File: src/rtl/nrzi_frame_tx.sv
module nrzi_frame_tx #(
  parameter int TYPE_W  = 4,
  parameter int LEN_W   = 12,
  parameter int WORD_W  = 16,
  parameter int SYNC_W  = 3,
  parameter int RUN_MAX = 6
) (
  input  logic              clk,
  input  logic              rst_n,
  input  logic              bit_en,
  input  logic              hdr_valid,
  output logic              hdr_ready,
  input  logic [TYPE_W-1:0] hdr_type,
  input  logic [LEN_W-1:0]  hdr_len,
  input  logic              wd_valid,
  output logic              wd_ready,
  input  logic [WORD_W-1:0] wd_data,
  output logic              line_out
);
  localparam int HIMG_W = SYNC_W - 1 + TYPE_W + LEN_W;
  localparam int SH_W   = (HIMG_W > WORD_W - 1) ? HIMG_W : WORD_W - 1;
  localparam int CNT_W  = $clog2(SH_W + 1);
  localparam int RUN_W  = $clog2(RUN_MAX + 1);

  logic [SH_W-1:0]   sh;
  logic [CNT_W-1:0]  left;
  logic [LEN_W-1:0]  words_left;
  logic [RUN_W-1:0]  zrun;
  logic [HIMG_W-1:0] hdr_img;
  logic              stuff, queued, owing, tx_bit;

  // remaining sync ones, then type and length; the first sync bit goes out in the accept slot
  assign hdr_img   = {{(SYNC_W-1){1'b1}}, hdr_type, hdr_len};
  assign stuff     = (zrun == RUN_W'(RUN_MAX));
  assign queued    = (left != '0);
  assign owing     = (words_left != '0);
  assign hdr_ready = bit_en && !stuff && !queued && !owing;
  assign wd_ready  = bit_en && !stuff && !queued && owing;

  always_comb begin
    if (stuff)       tx_bit = 1'b1;
    else if (queued) tx_bit = sh[SH_W-1];
    else if (owing)  tx_bit = wd_valid & wd_data[WORD_W-1];
    else             tx_bit = hdr_valid;
  end

  always_ff @(posedge clk or negedge rst_n) begin
    if (!rst_n) begin
      sh         <= '0;
      left       <= '0;
      words_left <= '0;
      zrun       <= '0;
      line_out   <= 1'b0;
    end else if (bit_en) begin
      line_out <= line_out ^ tx_bit;
      zrun     <= tx_bit ? '0 : zrun + 1'b1;
      if (!stuff) begin
        if (queued) begin
          sh   <= sh << 1;
          left <= left - 1'b1;
        end else if (owing) begin
          if (wd_valid) begin
            sh         <= SH_W'(wd_data[WORD_W-2:0]) << (SH_W - (WORD_W - 1));
            left       <= CNT_W'(WORD_W - 1);
            words_left <= words_left - 1'b1;
          end
        end else if (hdr_valid) begin
          sh         <= SH_W'(hdr_img) << (SH_W - HIMG_W);
          left       <= CNT_W'(HIMG_W);
          words_left <= hdr_len;
        end
      end
    end
  end

  assert_line_still_R10: assert property (@(posedge clk) disable iff (!rst_n)
    !bit_en |=> $stable(line_out));

  assert_stuff_toggles_R3: assert property (@(posedge clk) disable iff (!rst_n)
    bit_en && stuff |=> line_out != $past(line_out));

  assert_zero_run_bound_R3: assert property (@(posedge clk) disable iff (!rst_n)
    zrun <= RUN_W'(RUN_MAX));

  assert_sync_on_accept_R5: assert property (@(posedge clk) disable iff (!rst_n)
    hdr_valid && hdr_ready |=> line_out != $past(line_out));

  assert_word_msb_R7: assert property (@(posedge clk) disable iff (!rst_n)
    wd_valid && wd_ready |=> (line_out ^ $past(line_out)) == $past(wd_data[WORD_W-1]));

  assert_quiet_stuff_R8: assert property (@(posedge clk) disable iff (!rst_n)
    wd_ready |-> !stuff && !hdr_ready);
endmodule

File: config.mk
export PLATFORM = sky130hd
export DESIGN_NAME = nrzi_frame_tx
export DESIGN_NICKNAME = d
export VERILOG_FILES = /design/src/rtl/nrzi_frame_tx.sv
export SDC_FILE = /design/constraint.sdc
export NUM_CORES = 1
export LEC_CHECK = 0
export CAP_MARGIN = 15
export CORE_MARGIN = 1.5
export CORE_UTILIZATION = 55
export DETAILED_ROUTE_END_ITERATION = 7
export PLACE_DENSITY = 0.86
export SLEW_MARGIN = 15
export SYNTH_ARGS = -nofsm -noshare
export SYNTH_HDL_FRONTEND = slang
export SYNTH_SLANG_ARGS = --single-unit
export TNS_END_PERCENT = 20
File: constraint.sdc
create_clock -name clk -period 3.95 [get_ports clk]
set_input_delay 0.9875 -clock clk [delete_from_list [all_inputs] [get_ports clk]]
set_output_delay 0.9875 -clock clk [all_outputs]
set_load 0.02 [all_outputs]
==> flow_summary.json, run 1 <==
{
  "die_x_um": 69.09,
  "post-route-min-period_ns": 3.624,
  "synth_flop_cell": "dfrtp_1",
  "gr-total-overflow": 0,
  "ys_seq_area_share_pct": 40.63,
  "track_usage_pct": 25.97,
  "synth_area_leaders": "dfrtp_1, nand2_1, nor2_1",
  "critPathMaxFanout": 5,
  "min_period_over_period_pct": 91.74,
  "p_comb_share_pct": 34.5,
  "synth.top_cell.area_share_pct": 40.63,
  "final_cell_area_um2": 2929,
  "drt-vias-per-instance": 6.157,
  "cp.required_ns": 2.96,
  "ys_ff_latch": 39,
  "num_rows": 23,
  "routabilityCongestion": 0.8762,
  "tns_ns": 0,
  "initial_core_util_pct": 58.79,
  "areaGrowthSynthToFinish_pct": 21.93,
  "setup_violations": 0,
  "ctsResizeCount": 0,
  "ios": 40,
  "slowest_stage": "clkdlybuf4s50_1",
  "die-area_um2": 4773,
  "ys_types": 52,
  "worstHoldStart": "line_out",
  "grt_antenna_before_repair": 0,
  "grt_pass1_wl_mm": 10.12,
  "syn_inst": 266,
  "hold_viol": 0,
  "worst_pin_slew_ns": 0.8921,
  "rsz0062_at_grt": "no",
  "slew_violations": 0,
  "vdd_ir_drop_max_uv": 319.2,
  "cp_cell_sequence": "clkdlybuf4s50_1, a21boi_1, nand2_1, nor2_1, clkdlybuf4s50_1",
  "drt-total-wl_mm": 5.904,
  "timing.slew.headroom_pct": 40.53,
  "netSwitchingFraction_pct": 33.45,
  "cp_top_family": "buffers and inverters",
  "core-area_um2": 4086,
  "cts.path.max_buffers": 2,
  "synth.avg_cell_area_um2": 9.031,
  "critPathArrivalTime_ns": 2.64,
  "synth_edf_count": 0,
  "drive_gt1_share_pct": 13.03,
  "cp_num_buf_inv": 2,
  "syn_nets": 308,
  "worstSetupStartpointType": "input pin",
  "place_hpwl_mm": 4.207,
  "drt_iter0_drc": 243,
  "grt_pass1_vias": 2140,
  "grt_max_degree": 41,
  "numCtsBuffers": 5,
  "dp_slack_ns": 0.3652,
  "cts_tree": "built",
  "crit_type": "in -> out",
  "vias": 2198,
  "cp_slowest_stage_delay_ns": 0.62,
  "async_flop_share_pct": 100.0,
  "postRouteAntennaNets": 0,
  "yosysWarnings": 0,
  "setup_ws_ns": 0.3261,
  "holdCritPathClass": "reg -> reg",
  "cts-root-buf": "clkbuf_8",
  "p_sw_w": 0.0004564,
  "place_area_um2": 2840,
  "clkTransAtPathRegs_ns": 0.08,
  "endpoint_kind": "primary output",
  "p_per_area_nw_per_um2": 465.8,
  "cpMostUsedCell": "clkdlybuf4s50_1",
  "fin_worst_skew_ns": 0.007239,
  "port_buffers": 39,
  "pwr-share-clk_pct": 20.1,
  "seqPwrFrac_pct": 45.4,
  "clock.fmax_mhz": 275.9,
  "firstDrtPassIters": 4,
  "crit-reg2reg-launch": "words_left[0]",
  "clk_latency_ns": 0.29,
  "antenna_cells": 0,
  "p_leak_nw": 1.250,
  "syn_area_um2": 2402,
  "post_cts_buffers": 0,
  "cap_violations": 0,
  "drc": 0,
  "hold_buffers": 0,
  "wl_per_cell_um": 16.54,
  "setup.worst_path.start": "bit_en",
  "die_h_um": 69.09,
  "yosysTopAreaCell": "dfrtp_1",
  "htreeDepth": 2,
  "status": "finished, final reports clean",
  "nets": 348,
  "cts.sinks": 39,
  "p_int_w": 0.0009080
}
## routing by layer
metal | track usage, % | up-vias | part of all wire [%] | routed length, um
met4 | 6.536 | 0 | 1.2 | 68
met2 | 42.20 | 82 | 48 | 2862
met5 | 0 | - | 0 | 0
li1 | - | 1058 | - | -
met1 | 35.63 | 1051 | 43 | 2566
met3 | 5.263 | 7 | 6.9 | 406
## sequential cells by signal, indices dropped and copies added, names as in the netlist
register and cells:
line_out 1, zrun 3, left 5, words_left 12, sh 18
## stage by stage
| step | hold slack, ns | power (W) | utilization (%) | std cells |
|---|---|---|---|---|
| after floorplan | 0.4762 | 0.0009457 | - | 266 |
| after global placement | 0.4606 | 0.001070 | 69.50 | 349 |
| after detailed placement | 0.4783 | 0.001101 | 69.50 | 349 |
| after CTS | 0.4929 | 0.001372 | 71.68 | 357 |
| after global routing | 0.5018 | 0.001466 | 71.68 | 357 |
| final | 0.4865 | 0.001364 | 71.68 | 357 |
## power groups by stage
stage	Clock (W)	Sequential [W]	Combinational, W
final	0.000274	0.000619	0.000471
after global placement	0	0.000620	0.000450
after global routing	0.000294	0.000640	0.000532
after floorplan	0	0.000605	0.000340
after CTS	0.000278	0.000618	0.000476
after detailed placement	0	0.000625	0.000476
## layout by cell type, fill, tap and decap left out, drive strengths merged, types with 7 or more instances in the layout
cell / n
inv: 9
nor2: 34
nor3: 10
buf: 7
a21oi: 12
a31oi: 19
o21ai: 9
nand2: 38
mux2: 14
clkdlybuf4s50: 38
dfrtp: 39
nand3: 8
## kinds of logic (layout without fill, tap and decap cells)
kind of cell	after synthesis	after routing	share of synthesized area [%]
AO/OA/AOI/OAI	69	69	20.16
multiplexers	17	17	8.750
XOR/XNOR	1	1	0.3646
flip-flops	39	39	40.63
buffers and inverters	21	62	4.062
AND/OR/NAND/NOR	114	114	23.44
adder cells (fa/ha/maj)	5	5	2.604
## path summary, 6_finish.rpt
kind	end	slack, ns	cells past startpoint
max	hdr_ready	0.33	5
min	line_out	0.49	1
max reg2reg	sh[13]	1.20	6
min reg2reg	line_out	0.49	1
max in group asynchronous	words_left[7]	2.58	1
min in group asynchronous	zrun[2]	0.82	1
## layout make-up
type                    count  area (um2)
flip-flops and latches     39       975.9
multi-input cells         206        1338
fillers                   331        1157
clock buffers               5       68.82
clock inverters             3       20.02
repair buffers             45       430.4
well taps                  50       62.56
inverters                   9       33.78
## Yosys cell counts, drive strengths merged, types with 4 or more instances
| library cell | count |
|---|---|
| nor2 | 34 |
| a21oi | 12 |
| or3 | 4 |
| buf | 6 |
| nor3 | 10 |
| o31ai | 4 |
| a21o | 4 |
| nand3 | 8 |
| mux2 | 14 |
| dfrtp | 39 |
| inv | 9 |
| o21ai | 9 |
| a31oi | 19 |
| ha | 5 |
| clkbuf | 6 |
| nand2 | 38 |
No activity file was read; power rests on OpenSTA's default activity.
==> run 2: changes to the inputs <==
--- a/config.mk
+++ b/config.mk
@@ -5,11 +5,13 @@
 export SDC_FILE = /design/constraint.sdc
 export NUM_CORES = 1
 export LEC_CHECK = 0
-export CAP_MARGIN = 15
-export CORE_MARGIN = 1.5
-export CORE_UTILIZATION = 55
+export CAP_MARGIN = 20
+export CELL_PAD_IN_SITES_DETAIL_PLACEMENT = 0
+export CELL_PAD_IN_SITES_GLOBAL_PLACEMENT = 1
+export CORE_MARGIN = 2
+export CORE_UTILIZATION = 43
 export DETAILED_ROUTE_END_ITERATION = 7
-export PLACE_DENSITY = 0.86
+export PLACE_DENSITY = 0.88
 export SLEW_MARGIN = 15
 export SYNTH_ARGS = -nofsm -noshare
 export SYNTH_HDL_FRONTEND = slang
==> flow_summary.json, run 2 (synthesis gave the netlist of run 1 again) <==
{
  "cts.path.max_buffers": 2,
  "nets": 348,
  "areaGrowthSynthToFinish_pct": 22.76,
  "crit_type": "in -> out",
  "largest_reg_flops": 18,
  "timing.slew.headroom_pct": 41.71,
  "place_hpwl_mm": 4.239,
  "endpoint_kind": "primary output",
  "clkTransAtPathRegs_ns": 0.08,
  "hold_buffers": 0,
  "die_h_um": 78.75,
  "cap_violations": 0,
  "fin_worst_skew_ns": 0.003496,
  "grt_pass1_vias": 2045,
  "die_x_um": 78.75,
  "routabilityCongestion": 0.8496,
  "clk_latency_ns": 0.29,
  "ctsResizeCount": 0,
  "port_buffers": 39,
  "numCtsBuffers": 5,
  "cts_tree": "built",
  "whs_ns": 0.4690,
  "vias": 2140,
  "drt_iter0_drc": 109,
  "worst_pin_slew_ns": 0.8743,
  "gr-total-overflow": 0,
  "largest_register": "sh",
  "min_period_over_period_pct": 90.63,
  "final_common_cell": "dfrtp_1",
  "p_leak_nw": 1.252,
  "cts-root-buf": "clkbuf_8",
  "post_cts_buffers": 0,
  "grt_max_degree": 41,
  "drc": 0,
  "core-area_um2": 5439,
  "drive_gt1_share_pct": 12.38,
  "top_regs": "sh (18), words_left (12), left (5)",
  "cts.sinks": 39,
  "firstDrtPassIters": 4,
  "wl_per_cell_um": 15.34,
  "grt_antenna_before_repair": 0,
  "drt-vias-per-instance": 5.646,
  "cp.required_ns": 2.96,
  "ios": 40,
  "p_per_area_nw_per_um2": 456.7,
  "critPathArrivalTime_ns": 2.59,
  "initial_core_util_pct": 44.17,
  "total_power_w": 0.001347,
  "vdd_ir_drop_max_uv": 261.8,
  "tns_ns": 0,
  "slew_violations": 0,
  "setup_violations": 0,
  "postRouteAntennaNets": 0,
  "holdCritPathClass": "reg -> reg",
  "post-route-min-period_ns": 3.580,
  "r2r_cells": 7,
  "track_usage_pct": 20.60,
  "drt-total-wl_mm": 5.814,
  "critPathMaxFanout": 5,
  "final_cell_mix": "dfrtp_1, nand2_1, clkdlybuf4s50_1",
  "hold_viol": 0,
  "num_rows": 27,
  "rsz0062_at_grt": "no",
  "whs_path_depth": 1,
  "antenna_cells": 0,
  "die-area_um2": 6201,
  "fillers": 517,
  "worstSetupStartpointType": "input pin",
  "grt_pass1_wl_mm": 9.991,
  "status": "finished, final reports clean",
  "clock.fmax_mhz": 279.3,
  "htreeDepth": 2
}
[run 2: cell count changes in the layout (fill, tap and decap cells not counted)]
cell	change
clkbuf_1	+2
clkinvlp_4	-2
[run 2: path summary, 6_finish.rpt]
path / endpoint / slack [ns] / startpoint
max: wd_ready / 0.37 / bit_en
min: line_out / 0.47 / line_out
max reg2reg: words_left[7] / 1.40 / words_left[0]
min reg2reg: line_out / 0.47 / line_out
max in group asynchronous: sh[13] / 2.59 / rst_n
min in group asynchronous: words_left[11] / 0.81 / rst_n
[run 2: stage by stage]
step	utilization, %	cell area, um2	std cells	worst slack (ns)
CTS	54.22	2949	379	0.3590
global placement	52.73	2868	371	0.3784
detailed placement	52.73	2868	371	0.3592
global route	54.22	2949	379	0.2541
finish	54.22	2949	379	0.3701
floorplan	-	2402	266	1.120
[run 2: power breakdown]
| part | internal, W | leakage [nW] | switching, W |
|---|---|---|---|
| Sequential | 0.000528 | 0.472 | 0.0000895 |
| Clock | 0.000124 | 0.0422 | 0.000143 |
| Combinational | 0.000256 | 0.738 | 0.000206 |
[run 2: layout make-up]
| type | count | area (um2) | area share [%] |
|---|---|---|---|
| clock buffer | 7 | 76.32 | 2.588 |
| inverter | 9 | 33.78 | 1.146 |
| clock inverter | 1 | 5.005 | 0.1697 |
| sequential | 39 | 975.9 | 33.09 |
| multi-input combinational | 206 | 1338 | 45.35 |
| tap | 72 | 90.09 | 3.055 |
| timing repair buffer | 45 | 430.4 | 14.59 |
[run 2: worst max-delay path: stages]
cell	delay, ns
clkdlybuf4s50_1	0.47
a21boi_1	0.20
nand2_1	0.16
nor2_1	0.15
clkdlybuf4s50_1	0.62
[run 2: metal layers]
metal / global-route usage [%] / part of all wire [%] / up-vias
met5: 0 / 0 / -
met2: 31.71 / 47 / 43
met3: 3.409 / 3.0 / 13
li1: - / - / 1057
met1: 28.95 / 48 / 1027
met4: 8.246 / 2.1 / 0
==> run 3: changes to the inputs <==
--- a/config.mk
+++ b/config.mk
@@ -9,9 +9,10 @@
 export CELL_PAD_IN_SITES_DETAIL_PLACEMENT = 0
 export CELL_PAD_IN_SITES_GLOBAL_PLACEMENT = 1
 export CORE_MARGIN = 2
-export CORE_UTILIZATION = 43
+export CORE_UTILIZATION = 40
 export DETAILED_ROUTE_END_ITERATION = 7
-export PLACE_DENSITY = 0.88
+export PLACE_DENSITY = 0.83
+export SKIP_CTS_REPAIR_TIMING = 1
 export SLEW_MARGIN = 15
 export SYNTH_ARGS = -nofsm -noshare
 export SYNTH_HDL_FRONTEND = slang
==> constraint.sdc (replaced) <==
create_clock -name clk -period 4.1 [get_ports clk]
set_input_delay 1.025 -clock clk [delete_from_list [all_inputs] [get_ports clk]]
set_output_delay 1.025 -clock clk [all_outputs]
set_load 0.02 [all_outputs]
==> flow_summary.json, run 3 (synthesis gave the netlist of run 1 again) <==
{
  "status": "finished, final reports clean",
  "top_regs": "sh (18), words_left (12), left (5)",
  "whs_ns": 0.4831,
  "firstDrtPassIters": 5,
  "clk_latency_ns": 0.29,
  "critPathMaxFanout": 5,
  "wl_per_cell_um": 15.97,
  "drt-total-wl_mm": 6.118,
  "final_core_util_pct": 51.13,
  "largest_register": "sh",
  "routabilityCongestion": 0.9062,
  "drt_iter0_drc": 115,
  "numCtsBuffers": 5,
  "regToRegSetupSlack_ns": 1.33,
  "p_per_area_nw_per_um2": 461.2,
  "cp.required_ns": 3.07,
  "timing.slew.headroom_pct": 38.60,
  "nets": 349,
  "cts-root-buf": "clkbuf_8",
  "crit-reg2reg-launch": "words_left[0]",
  "post-route-min-period_ns": 3.790,
  "core-area_um2": 5851,
  "crit_type": "in -> out",
  "initial_core_util_pct": 41.06,
  "final_cell_mix": "dfrtp_1, nand2_1, clkdlybuf4s50_1",
  "grt_antenna_before_repair": 0,
  "port_buffers": 39,
  "instances_no_fill": 383,
  "clock.fmax_mhz": 263.8,
  "dp_slack_ns": 0.3634,
  "die_h_um": 81.50,
  "worstSetupStartpointType": "input pin",
  "track_usage_pct": 20.54,
  "die_x_um": 81.50,
  "postRouteAntennaNets": 0,
  "worstHoldStart": "line_out",
  "rsz0062_at_grt": "no",
  "vias": 2141,
  "slew_violations": 0,
  "holdCritPathClass": "reg -> reg",
  "setup_violations": 0,
  "place_hpwl_mm": 4.336,
  "cts.path.max_buffers": 2,
  "min_period_over_period_pct": 92.44,
  "final_common_cell": "dfrtp_1",
  "p_leak_nw": 1.273,
  "drive_gt1_share_pct": 13.31,
  "clkTransAtPathRegs_ns": 0.08,
  "fin_worst_skew_ns": 0.01289,
  "worst_pin_slew_ns": 0.9209,
  "setup_ws_ns": 0.3099,
  "gr-total-overflow": 0,
  "ios": 40,
  "placedCellCount": 375,
  "largest_reg_flops": 18,
  "fillers": 579,
  "die-area_um2": 6641,
  "drt-vias-per-instance": 5.590,
  "cts.sinks": 39,
  "htreeDepth": 2,
  "cap_violations": 0,
  "vdd_ir_drop_max_uv": 237.5,
  "setup.worst_path.start": "bit_en",
  "areaGrowthSynthToFinish_pct": 24.53,
  "grt_pass1_wl_mm": 10.34,
  "grt_max_degree": 41,
  "drc": 0,
  "cts_tree": "built",
  "grt_pass1_vias": 2062,
  "critPathArrivalTime_ns": 2.77,
  "num_rows": 28,
  "tns_ns": 0,
  "hold_viol": 0,
  "endpoint_kind": "primary output",
  "antenna_cells": 0
}
## run 3: cell count changes in the layout (fill, tap and decap cells not counted), sizes merged
cell	change
bufinv	+1
buf	+1
clkbuf	-2
clkinv	+1
## run 3: per-stage QoR
step / power [W] / cell area, um2
5_1_grt: 0.001481 / 2992
3_3_place_gp: 0.001042 / 2879
4_1_cts: 0.001394 / 2992
6_report: 0.001380 / 2992
3_5_place_dp: 0.001060 / 2879
2_1_floorplan: 0.0009111 / 2402
## run 3: area by class of cell
| type | count | area [um2] | share of cell area [%] |
|---|---|---|---|
| multi-input cells | 206 | 1338 | 44.71 |
| repair buffers | 46 | 437.9 | 14.64 |
| inverters | 9 | 33.78 | 1.129 |
| clock inverters | 3 | 43.79 | 1.464 |
| flip-flops and latches | 39 | 975.9 | 32.62 |
| well taps | 75 | 93.84 | 3.137 |
| clock buffers | 5 | 68.82 | 2.300 |
## run 3: metal layers
layer / global-route usage [%] / wire length [um] / vias up
met5: 0 / 0 / -
met3: 3.626 / 225 / 6
met1: 30.16 / 3024 / 1028
met4: 4.915 / 69 / 0
li1: - / - / 1055
met2: 31.48 / 2798 / 52
## run 3: power breakdown
part           internal (W)  switching [W]
clock              0.000181       0.000146
sequential         0.000509      0.0000880
combinational      0.000249       0.000206
## run 3: path summary, 6_finish.rpt
| path | depth (start not counted) | endpoint |
|---|---|---|
| max | 5 | hdr_ready |
| min | 1 | line_out |
| max reg2reg | 6 | sh[12] |
| min reg2reg | 1 | line_out |
| min in group asynchronous | 1 | line_out |
| max in group asynchronous | 1 | sh[10] |
## run 3: worst max-delay path, stage by stage
cell and delay, ns:
clkdlybuf4s50_1 0.47, a21boi_1 0.23, nand2_1 0.19, nor2_1 0.21
clkdlybuf4s50_1 0.64
